### src/rtl/evt_irq_pkg.sv
package evt_irq_pkg;
  localparam int unsigned N_WORDS = 3;
  localparam int unsigned N_OUT   = 3;

  typedef enum logic [1:0] {
    SEL_PEND  = 2'd0,
    SEL_MSK_A = 2'd1,
    SEL_MSK_B = 2'd2,
    SEL_MSK_C = 2'd3
  } reg_sel_e;
endpackage

### src/rtl/evt_decode.sv
module evt_decode
  import evt_irq_pkg::*;
#(
  parameter int unsigned WORD_W = 32,
  localparam int unsigned BIT_W = $clog2(WORD_W),
  localparam int unsigned ID_W  = BIT_W + 2
) (
  input  logic                                  vld,
  input  logic [ID_W-1:0]                       id,
  output logic [N_WORDS-1:0][WORD_W-1:0]        hit
);
  localparam logic [WORD_W-1:0] ONE = {{(WORD_W-1){1'b0}}, 1'b1};

  for (genvar w = 0; w < N_WORDS; w++) begin : g_word
    assign hit[w] = (vld && (id[ID_W-1:BIT_W] == 2'(w)))
                    ? (ONE << id[BIT_W-1:0]) : '0;
  end
endmodule

### src/rtl/evt_pend_core.sv
module evt_pend_core
  import evt_irq_pkg::*;
#(
  parameter int unsigned WORD_W = 32
) (
  input  logic                           clk,
  input  logic                           rst_n,
  input  logic [N_WORDS-1:0][WORD_W-1:0] set_hit,
  input  logic [N_WORDS-1:0][WORD_W-1:0] clr_hit,
  input  logic                           sw_wr,
  input  logic [1:0]                     sw_word,
  input  logic [WORD_W-1:0]              sw_wdata,
  output logic [N_WORDS-1:0][WORD_W-1:0] pend
);
  localparam logic [WORD_W-1:0] SUMMARY = {2'b11, {(WORD_W-2){1'b0}}};

  logic [N_WORDS-1:0][WORD_W-1:0] sw_clr, stage, pend_nxt;
  logic                           drain1, drain2, sw_hits_w2, pend_en;
  logic [WORD_W-1:0]              drain_mask, casc_mask;

  always_comb begin
    sw_clr     = '0;
    sw_hits_w2 = sw_wr && (sw_word == 2'd2);
    if (sw_wr && (sw_word == 2'd0)) sw_clr[0] = sw_wdata & ~SUMMARY;
    if (sw_hits_w2)                 sw_clr[2] = sw_wdata;
    for (int w = 0; w < N_WORDS; w++)
      stage[w] = (pend[w] & ~(sw_clr[w] | clr_hit[w])) | set_hit[w];
    drain1     = (|clr_hit[1]) && (stage[1] == '0);
    drain2     = ((|clr_hit[2]) || sw_hits_w2) && (stage[2] == '0);
    drain_mask = {drain2, drain1, {(WORD_W-2){1'b0}}};
    casc_mask  = {|set_hit[2], |set_hit[1], {(WORD_W-2){1'b0}}};
    pend_nxt    = stage;
    pend_nxt[0] = (stage[0] & ~drain_mask) | set_hit[0] | casc_mask;
    pend_en     = (|set_hit) || (|clr_hit) || sw_wr;
  end

  always_ff @(posedge clk or negedge rst_n) begin
    if (!rst_n)       pend <= '0;
    else if (pend_en) pend <= pend_nxt;
  end
endmodule

### src/rtl/evt_mask_bank.sv
module evt_mask_bank
  import evt_irq_pkg::*;
#(
  parameter int unsigned WORD_W = 32
) (
  input  logic                                         clk,
  input  logic                                         rst_n,
  input  logic                                         wr_en,
  input  logic [1:0]                                   wr_out,
  input  logic [1:0]                                   wr_word,
  input  logic [WORD_W-1:0]                            wdata,
  input  logic [N_WORDS-1:0][WORD_W-1:0]               pend,
  output logic [N_OUT-1:0][N_WORDS-1:0][WORD_W-1:0]    mask,
  output logic [N_OUT-1:0]                             irq
);
  logic [N_OUT-1:0][N_WORDS-1:0][WORD_W-1:0] mask_nxt;

  always_comb begin
    mask_nxt = mask;
    for (int o = 0; o < N_OUT; o++)
      for (int w = 0; w < N_WORDS; w++)
        if (wr_en && (wr_out == 2'(o)) && (wr_word == 2'(w)))
          mask_nxt[o][w] = wdata;
  end

  always_ff @(posedge clk or negedge rst_n) begin
    if (!rst_n)     mask <= '0;
    else if (wr_en) mask <= mask_nxt;
  end

  for (genvar o = 0; o < N_OUT; o++) begin : g_line
    assign irq[o] = |(pend & mask[o]);
  end
endmodule

### src/rtl/evt_irq_agg.sv
module evt_irq_agg
  import evt_irq_pkg::*;
#(
  parameter int unsigned WORD_W = 32,
  localparam int unsigned ID_W  = $clog2(WORD_W) + 2
) (
  input  logic              clk,
  input  logic              rst_n,
  input  logic              ev_set_valid,
  input  logic [ID_W-1:0]   ev_set_id,
  input  logic              ev_clr_valid,
  input  logic [ID_W-1:0]   ev_clr_id,
  input  logic              reg_wr,
  input  logic [3:0]        reg_addr,
  input  logic [WORD_W-1:0] reg_wdata,
  output logic [WORD_W-1:0] reg_rdata,
  output logic [2:0]        irq
);
  logic [1:0] rst_pipe;
  logic       rst_sync_n;

  always_ff @(posedge clk or negedge rst_n) begin
    if (!rst_n) rst_pipe <= '0;
    else        rst_pipe <= {rst_pipe[0], 1'b1};
  end
  assign rst_sync_n = rst_pipe[1];

  reg_sel_e   sel;
  logic [1:0] word;
  logic       word_ok, pend_wr, mask_wr;
  logic [1:0] mask_idx;

  assign sel      = reg_sel_e'(reg_addr[3:2]);
  assign word     = reg_addr[1:0];
  assign word_ok  = (word != 2'd3);
  assign pend_wr  = reg_wr && word_ok && (sel == SEL_PEND);
  assign mask_wr  = reg_wr && word_ok && (sel != SEL_PEND);
  assign mask_idx = reg_addr[3:2] - 2'd1;

  logic [N_WORDS-1:0][WORD_W-1:0]            set_hit, clr_hit, pend;
  logic [N_OUT-1:0][N_WORDS-1:0][WORD_W-1:0] mask;

  evt_decode #(.WORD_W(WORD_W)) u_set_dec (.vld(ev_set_valid), .id(ev_set_id), .hit(set_hit));
  evt_decode #(.WORD_W(WORD_W)) u_clr_dec (.vld(ev_clr_valid), .id(ev_clr_id), .hit(clr_hit));

  evt_pend_core #(.WORD_W(WORD_W)) u_pend (
    .clk(clk), .rst_n(rst_sync_n), .set_hit(set_hit), .clr_hit(clr_hit),
    .sw_wr(pend_wr), .sw_word(word), .sw_wdata(reg_wdata), .pend(pend)
  );

  evt_mask_bank #(.WORD_W(WORD_W)) u_mask (
    .clk(clk), .rst_n(rst_sync_n), .wr_en(mask_wr), .wr_out(mask_idx),
    .wr_word(word), .wdata(reg_wdata), .pend(pend), .mask(mask), .irq(irq)
  );

  always_comb begin
    reg_rdata = '0;
    for (int w = 0; w < N_WORDS; w++) begin
      if (word == 2'(w)) begin
        if (sel == SEL_PEND) reg_rdata = pend[w];
        for (int o = 0; o < N_OUT; o++)
          if (mask_idx == 2'(o) && sel != SEL_PEND) reg_rdata = mask[o][w];
      end
    end
  end
endmodule

### config.mk
export PLATFORM = sky130hd
export DESIGN_NAME = evt_irq_agg
export DESIGN_NICKNAME = d
export VERILOG_FILES = /design/src/rtl/evt_irq_pkg.sv /design/src/rtl/evt_decode.sv /design/src/rtl/evt_pend_core.sv /design/src/rtl/evt_mask_bank.sv /design/src/rtl/evt_irq_agg.sv
export SDC_FILE = /design/constraint.sdc
export NUM_CORES = 1
export LEC_CHECK = 0
export ABC_AREA = 1
export BUFFER_PORTS_ARGS = -buffer_cell sky130_fd_sc_hd__buf_2
export CAP_MARGIN = 40
export CORE_ASPECT_RATIO = 1.2
export CORE_MARGIN = 2
export CORE_UTILIZATION = 55
export DETAILED_ROUTE_END_ITERATION = 16
export GPL_TIMING_DRIVEN = 1
export PLACE_DENSITY = 0.76
export SYNTH_ARGS = -nofsm -noshare
export SYNTH_HDL_FRONTEND = slang
export SYNTH_SLANG_ARGS = --single-unit
### constraint.sdc
create_clock -name clk -period 14.9 [get_ports clk]
set_input_delay 0.745 -clock clk [delete_from_list [all_inputs] [get_ports clk]]
set_output_delay 0.745 -clock clk [all_outputs]
set_load 0.02 [all_outputs]
==> impl_metrics.toml, run 1 <==
[power_and_ir_drop]
p_sw_frac = 0.343
p_sw_mw = 1.11
p_clk_frac = 0.342
vdd_drop_max_v = 0.000107
intPower_mw = 2.12
p_seq_frac = 0.460
pwr-share-comb = 0.198
p_per_area_nw_per_um2 = 144
leakage_nw = 10.4

[timing]
fin_crit_sh = 0.332
timing.setup.tns_ns = 0
finalHoldViolCount = 0
worstMarginPinSlew_ns = 1.26
fin_crit_ns = 4.94
skew_ns = 0.0176
setup_viol = 0
setup_slack_ns = 9.96
max_freq_mhz = 202
rsz0062_at_grt = "no"
maxSlewHeadroom = 0.160
holdWs_ns = 0.167
drv_slew = 0

[setup_path]
slowest_delay_ns = 0.56
crit_fanout = 35
cp.depth = 14
rr_endpoint = "u_mask.mask[228]"
path_cells = "buf_2, inv_4, nor2_4, buf_4, inv_2, o21ai_0, nand2_1, nand3_1, nand2_1, o21ai_0, o21ai_0, a21o_1, nand2_1, buf_2"
cp_num_buf_inv = 5
critPathCaptureType = "primary output"
r2r_cells = 5
cp_top_family = "buffers and inverters"
critical_path.startpoint = "reg_addr[2]"
rr_startpoint = "rst_pipe[1]"
r2r_setup_slack_ns = 12.92
cp.arrival_ns = 4.19
cp.required_ns = 14.16
worst_path_max_delay_cell = "nor2_4"
worst_setup_path_start_kind = "input pin"
worstSetupPathType = "input pin to primary output"

[logic_synthesis]
synthDistinctLibCells = 46
synth.ff_latch_count = 386
syn_area_um2 = 20200
synthCells = 2599
ys.flop_type = "dfrtp_1"
synth_edf_count = 0
yosysWarningCount = 0
synth_nets = 2654
ys_async_sr_fraction = 1.00
ys_seq_area_frac = 0.478
avgSynthCellArea_um2 = 7.78

[detailed_routing]
ant_nets = 0
first_iter_violations = 3695
vias = 20845
routed_wl_mm = 82.7
drc = 0
vias_per_cell = 6.68
wl_per_cell_um = 26.5
first_pass_iters = 9

[cts]
clkLatencyLatePin_ns = 0.57
h-tree-depth = 2
postCtsSetupBuffers = 0
cts_tree = "yes"
numCtsBuffers = 42
cts_buffer_depth = 3
clkSinkCount = 386
cts-hold-fix-buffers = 1
cts.clk_slew.worst_paths_ns = 0.06
root_buffer = "clkbuf_16"
ctsResizeCount = 0

[floorplan]
dieArea_um2 = 38300
dieHeight_um = 214
core_area_um2 = 36000
rows = 76
ios = 90
initial_core_util = 0.561
die_x_um = 179

[status]
status = "finished clean"

[grt]
grt_overflow = 0
grt_pass1_wl_mm = 124
grt_max_degree = 181
grtUsageTotal = 0.438
grt_pass1_vias = 19905
grt_antenna_before_repair = 3

[final_layout]
fin_nets = 2674
drive_gt1_frac = 0.0905
n_fill_cell = 3190
area_growth_pct = 10.9
antennaDiodeCount = 0
finish.utilization = 0.622
final_cell_area_um2 = 22400

[place]
hpwl_mm = 54.5
gp_congestion = 1.02
place_ws_ns = 10.26
port_buffers = 89
place_area_um2 = 21000

[min_path]
hold_path_class = "flop to asynchronous set/reset pin"

[job]
cap_violations = 0
==> layout by cell type, fill, tap and decap left out, types with 4 or more instances in the layout <==
master,n
nand2_1,728
o21ai_0,439
dfrtp_1,385
inv_1,178
nor2_1,152
nand3_1,136
buf_2,92
o22ai_1,57
a221oi_1,53
a22o_1,48
a21oi_1,47
clkbuf_16,43
nand4_1,40
o211ai_1,38
o221ai_1,24
buf_4,24
nor3_1,22
a22oi_1,13
nand2_2,12
o21ai_1,11
nor2_2,10
inv_2,9
clkinv_2,9
clkbuf_1,9
a31oi_1,7
clkbuf_8,7
bufinv_16,5
buf_16,5
o2111ai_1,4
==> worst max path at each step <==
| stage | endpoint | slack (ns) |
|---|---|---|
| 2_1_floorplan | u_mask.mask[0] | 3.35 |
| 3_3_place_gp | reg_rdata[23] | 10.26 |
| 3_5_place_dp | reg_rdata[6] | 10.26 |
| 4_1_cts | reg_rdata[6] | 10.24 |
| 5_1_grt | reg_rdata[23] | 9.93 |
| 6_report | reg_rdata[6] | 9.96 |
==> cell usage after synthesis (2+ instances only) <==
library cell	number	area share
nand2_1	734	0.14
o21ai_0	439	0.11
dfrtp_1	386	0.48
inv_1	179	0.033
nor2_1	155	0.029
nand3_1	136	0.034
clkbuf_1	76	0.014
o22ai_1	57	0.018
a221oi_1	53	0.023
buf_2	50	0.012
a22o_1	48	0.021
a21oi_1	47	0.012
nand4_1	40	0.012
o211ai_1	38	0.014
o221ai_1	24	0.010
nor3_1	23	0.0057
a22oi_1	13	0.0048
buf_4	12	0.0045
o21ai_1	11	0.0027
buf_1	9	0.0017
inv_2	8	0.0015
a31oi_1	7	0.0022
nand2_2	7	0.0022
nor2_2	7	0.0022
o2111ai_1	4	0.0017
a21boi_0	3	0.0011
nand3_2	3	0.0015
nor2_4	3	0.0017
nor4_1	3	0.00093
o21a_1	3	0.0011
or2_2	3	0.00093
a211oi_1	2	0.00074
a21o_1	2	0.00074
buf_6	2	0.0011
==> cell type report <==
| cell class | instances | area [um^2] | area share |
|---|---|---|---|
| Sequential cell | 386 | 9660 | 0.431 |
| Timing Repair Buffer | 125 | 838 | 0.0374 |
| Inverter | 190 | 717 | 0.0320 |
| Clock inverter | 17 | 224 | 0.00999 |
| Multi-Input combinational cell | 1874 | 9180 | 0.410 |
| Tap cell | 468 | 586 | 0.0261 |
| Clock buffer | 59 | 1210 | 0.0538 |
==> stage by stage <==
step	power, mW	instances
after detailed placement	2.09	3039
after floorplan	1.82	2599
after global routing	3.35	3119
after global placement	2.06	3032
after CTS	3.19	3116
final	3.23	3119
==> per-layer routing <==
metal  global-route usage  vias up  wire length (um)
met3                0.111      461              9760
li1                     -     8926                 -
met1                0.533     9841             28000
met5                    0        -                 0
met2                0.644     1617             35700
met4                0.376        0              9200
==> sequential cells by signal (all words and copies together) (netlist names) <==
name	flops
u_mask.mask	288
u_pend.pend	96
rst_pipe	2
==> worst reg2reg max path, delay by kind of cell, from the launching register on <==
family / cells / cell delay [ns]
buffers and inverters: 5 / 1.55
DFF: 1 / 0.54
==> power groups by stage <==
stage	combinational, mW	sequential [mW]	clock [mW]
5_1_grt	0.704	1.50	1.15
6_report	0.640	1.49	1.11
2_1_floorplan	0.412	1.40	0
3_5_place_dp	0.614	1.48	0
3_3_place_gp	0.587	1.48	0
4_1_cts	0.618	1.46	1.11
==> cell families (layout without fill, tap and decap cells) <==
group | Yosys count | count (layout) | share of synthesized area
compound gates | 756 | 756 | 0.224
simple gates | 1117 | 1117 | 0.229
flops | 386 | 386 | 0.478
other cells | 1 | 1 | 0.000186
buf+inv | 339 | 391 | 0.0692
Note: power is estimated with default switching activity, not from simulation.
==> run 2, diff against run 1 <==
--- a/config.mk
+++ b/config.mk
@@ -13,7 +13,7 @@
 export CORE_UTILIZATION = 55
 export DETAILED_ROUTE_END_ITERATION = 16
 export GPL_TIMING_DRIVEN = 1
-export PLACE_DENSITY = 0.76
+export PLACE_DENSITY = 0.79
 export SYNTH_ARGS = -nofsm -noshare
 export SYNTH_HDL_FRONTEND = slang
 export SYNTH_SLANG_ARGS = --single-unit
==> constraint.sdc (replaced) <==
create_clock -name clk -period 4.33 [get_ports clk]
set_input_delay 0.2165 -clock clk [delete_from_list [all_inputs] [get_ports clk]]
set_output_delay 0.2165 -clock clk [all_outputs]
set_load 0.02 [all_outputs]
==> run 2 against run 1 <==
  * Wire length increased by 0.15%
  * Sequential power increased to 3.4 times the previous value
  * Largest power group unchanged
  * Count of clock-buffer cells in the layout increased by 1
  * Critical path depth decreased by 5
  * First-iteration DRC count decreased by 14%
  * Critical endpoint is now irq[1]
  * Design area increased by 1.3%
  * Non-clock buffer count increased by 18
  * Core utilization increased by 0.81 points
==> impl_metrics.toml, run 2 (same netlist as run 1, synthesis figures left out) <==
[min_path]
hold_depth = 4
hold_path_class = "input pin to flop"
min_to = "u_pend.pend[89]"
hp-start = "reg_wdata[25]"

[detailed_routing]
vias_per_cell = 6.63
first_iter_violations = 3194
wl_per_cell_um = 26.4
drc = 0
first_pass_iters = 8
routed_wl_mm = 82.8
vias = 20833
ant_nets = 0

[grt]
grt_overflow = 0
grt_max_degree = 115
grt_pass1_wl_mm = 124
grt_pass1_vias = 19945
grtUsageTotal = 0.436
grt_antenna_before_repair = 2

[cts]
ctsResizeCount = 0
clkSinkCount = 386
cts-hold-fix-buffers = 6
cts_tree = "yes"
clkLatencyLatePin_ns = 0.56
h-tree-depth = 2
root_buffer = "clkbuf_16"
cts_buffer_depth = 3
cts.clk_slew.worst_paths_ns = 0.06
numCtsBuffers = 42
postCtsSetupBuffers = 0

[setup_path]
worst_path_max_delay_cell = "dfrtp_1"
r2r_setup_slack_ns = 2.42
worstSetupPathType = "flop to primary output"
cp.required_ns = 4.11
path_cells = "nand2_1, o21ai_0, a21oi_1, nand3_1, a211oi_1, nand3_1, nor2_1, nand2_1, buf_2"
r2r_cells = 9
rr_startpoint = "u_pend.pend[60]"
crit_fanout = 5
critPathCaptureType = "primary output"
slowest_delay_ns = 0.61
rr_endpoint = "u_pend.pend[30]"
cp.arrival_ns = 3.00
worst_setup_path_start_kind = "flop"

[timing]
drv_slew = 0
rsz0062_at_grt = "no"
fin_crit_sh = 0.742
skew_ns = 0.0116
max_freq_mhz = 311
setup_viol = 0
finalHoldViolCount = 0
fin_crit_ns = 3.21
maxSlewHeadroom = 0.251
worstMarginPinSlew_ns = 1.12
timing.setup.tns_ns = 0
setup_slack_ns = 1.12

[job]
cap_violations = 0

[final_layout]
fin_nets = 2692
top_regs = "u_mask.mask: 288 flops, u_pend.pend: 96 flops, rst_pipe: 2 flops"
area_growth_pct = 12.4
fin_cells = 3140
largest_register = "u_mask.mask"
layout_common_cells = "nand2_1 (728), o21ai_0 (439), dfrtp_1 (385)"
finish.utilization = 0.630
drive_gt1_frac = 0.0966
final_cell_area_um2 = 22700
largest_reg_flops = 288
layout_commonest_cell = "nand2_1"

[floorplan]
core_area_um2 = 36000
ios = 90
dieHeight_um = 214
rows = 76
dieArea_um2 = 38300
die_x_um = 179
initial_core_util = 0.561

[power_and_ir_drop]
vdd_drop_max_v = 0.000380
leakage_nw = 10.6
p_per_area_nw_per_um2 = 500

[place]
place_area_um2 = 21100
gp_congestion = 1.06
hpwl_mm = 58.5
place_ws_ns = 1.49
port_buffers = 89
numPlacedInstances = 3053

[status]
status = "finished clean"
-- run 2: layer usage --
metal | routed length (um) | share of wire | track usage | vias to the layer above
li1 | - | - | - | 8982
met1 | 27900 | 0.34 | 0.512 | 9752
met2 | 36200 | 0.44 | 0.652 | 1646
met3 | 9030 | 0.11 | 0.111 | 453
met4 | 9680 | 0.12 | 0.395 | 0
met5 | 0 | 0 | 0 | -
-- run 2: critical path, delay by kind of cell (launching register included) --
kind	cells	cell delay, ns
compound gates	3	0.90
buf+inv	1	0.17
flops	1	0.61
simple gates	5	0.76
-- run 2: worst max path at each step --
| stage | startpoint | to | slack (ns) |
|---|---|---|---|
| final | u_pend.pend[70] | irq[1] | 1.12 |
| after global routing | u_pend.pend[70] | irq[1] | 1.18 |
| after CTS | u_pend.pend[71] | irq[1] | 1.35 |
| after detailed placement | reg_addr[3] | u_mask.mask[4] | 1.49 |
| after global placement | reg_addr[3] | reg_rdata[28] | 1.50 |
| after floorplan | rst_pipe[1] | u_mask.mask[0] | 0.53 |
-- run 2: power by group --
part           internal, mW  leakage (nW)  switching, mW  total [mW]
logic                 0.768          4.87           1.46        2.23
clock network          2.48         0.767           1.54        4.02
registers              4.31          4.96          0.800        5.11
-- run 2: layout make-up --
class	count	area (um^2)
fillers	3209	13300
flip-flops and latches	386	9660
multi-input cells	1874	9180
clock buffers	60	1280
repair buffers	143	1010
inverters	190	717
well taps	468	586
clock inverters	17	263
diodes	2	5.00
-- run 2: per-stage QoR --
step           power, mW  hold WS [ns]
2_1_floorplan       6.25       -0.0791
3_3_place_gp        7.16      0.000213
3_5_place_dp        7.24       0.00489
4_1_cts             11.2      0.000329
5_1_grt             11.8        0.0211
6_report            11.4       0.00663
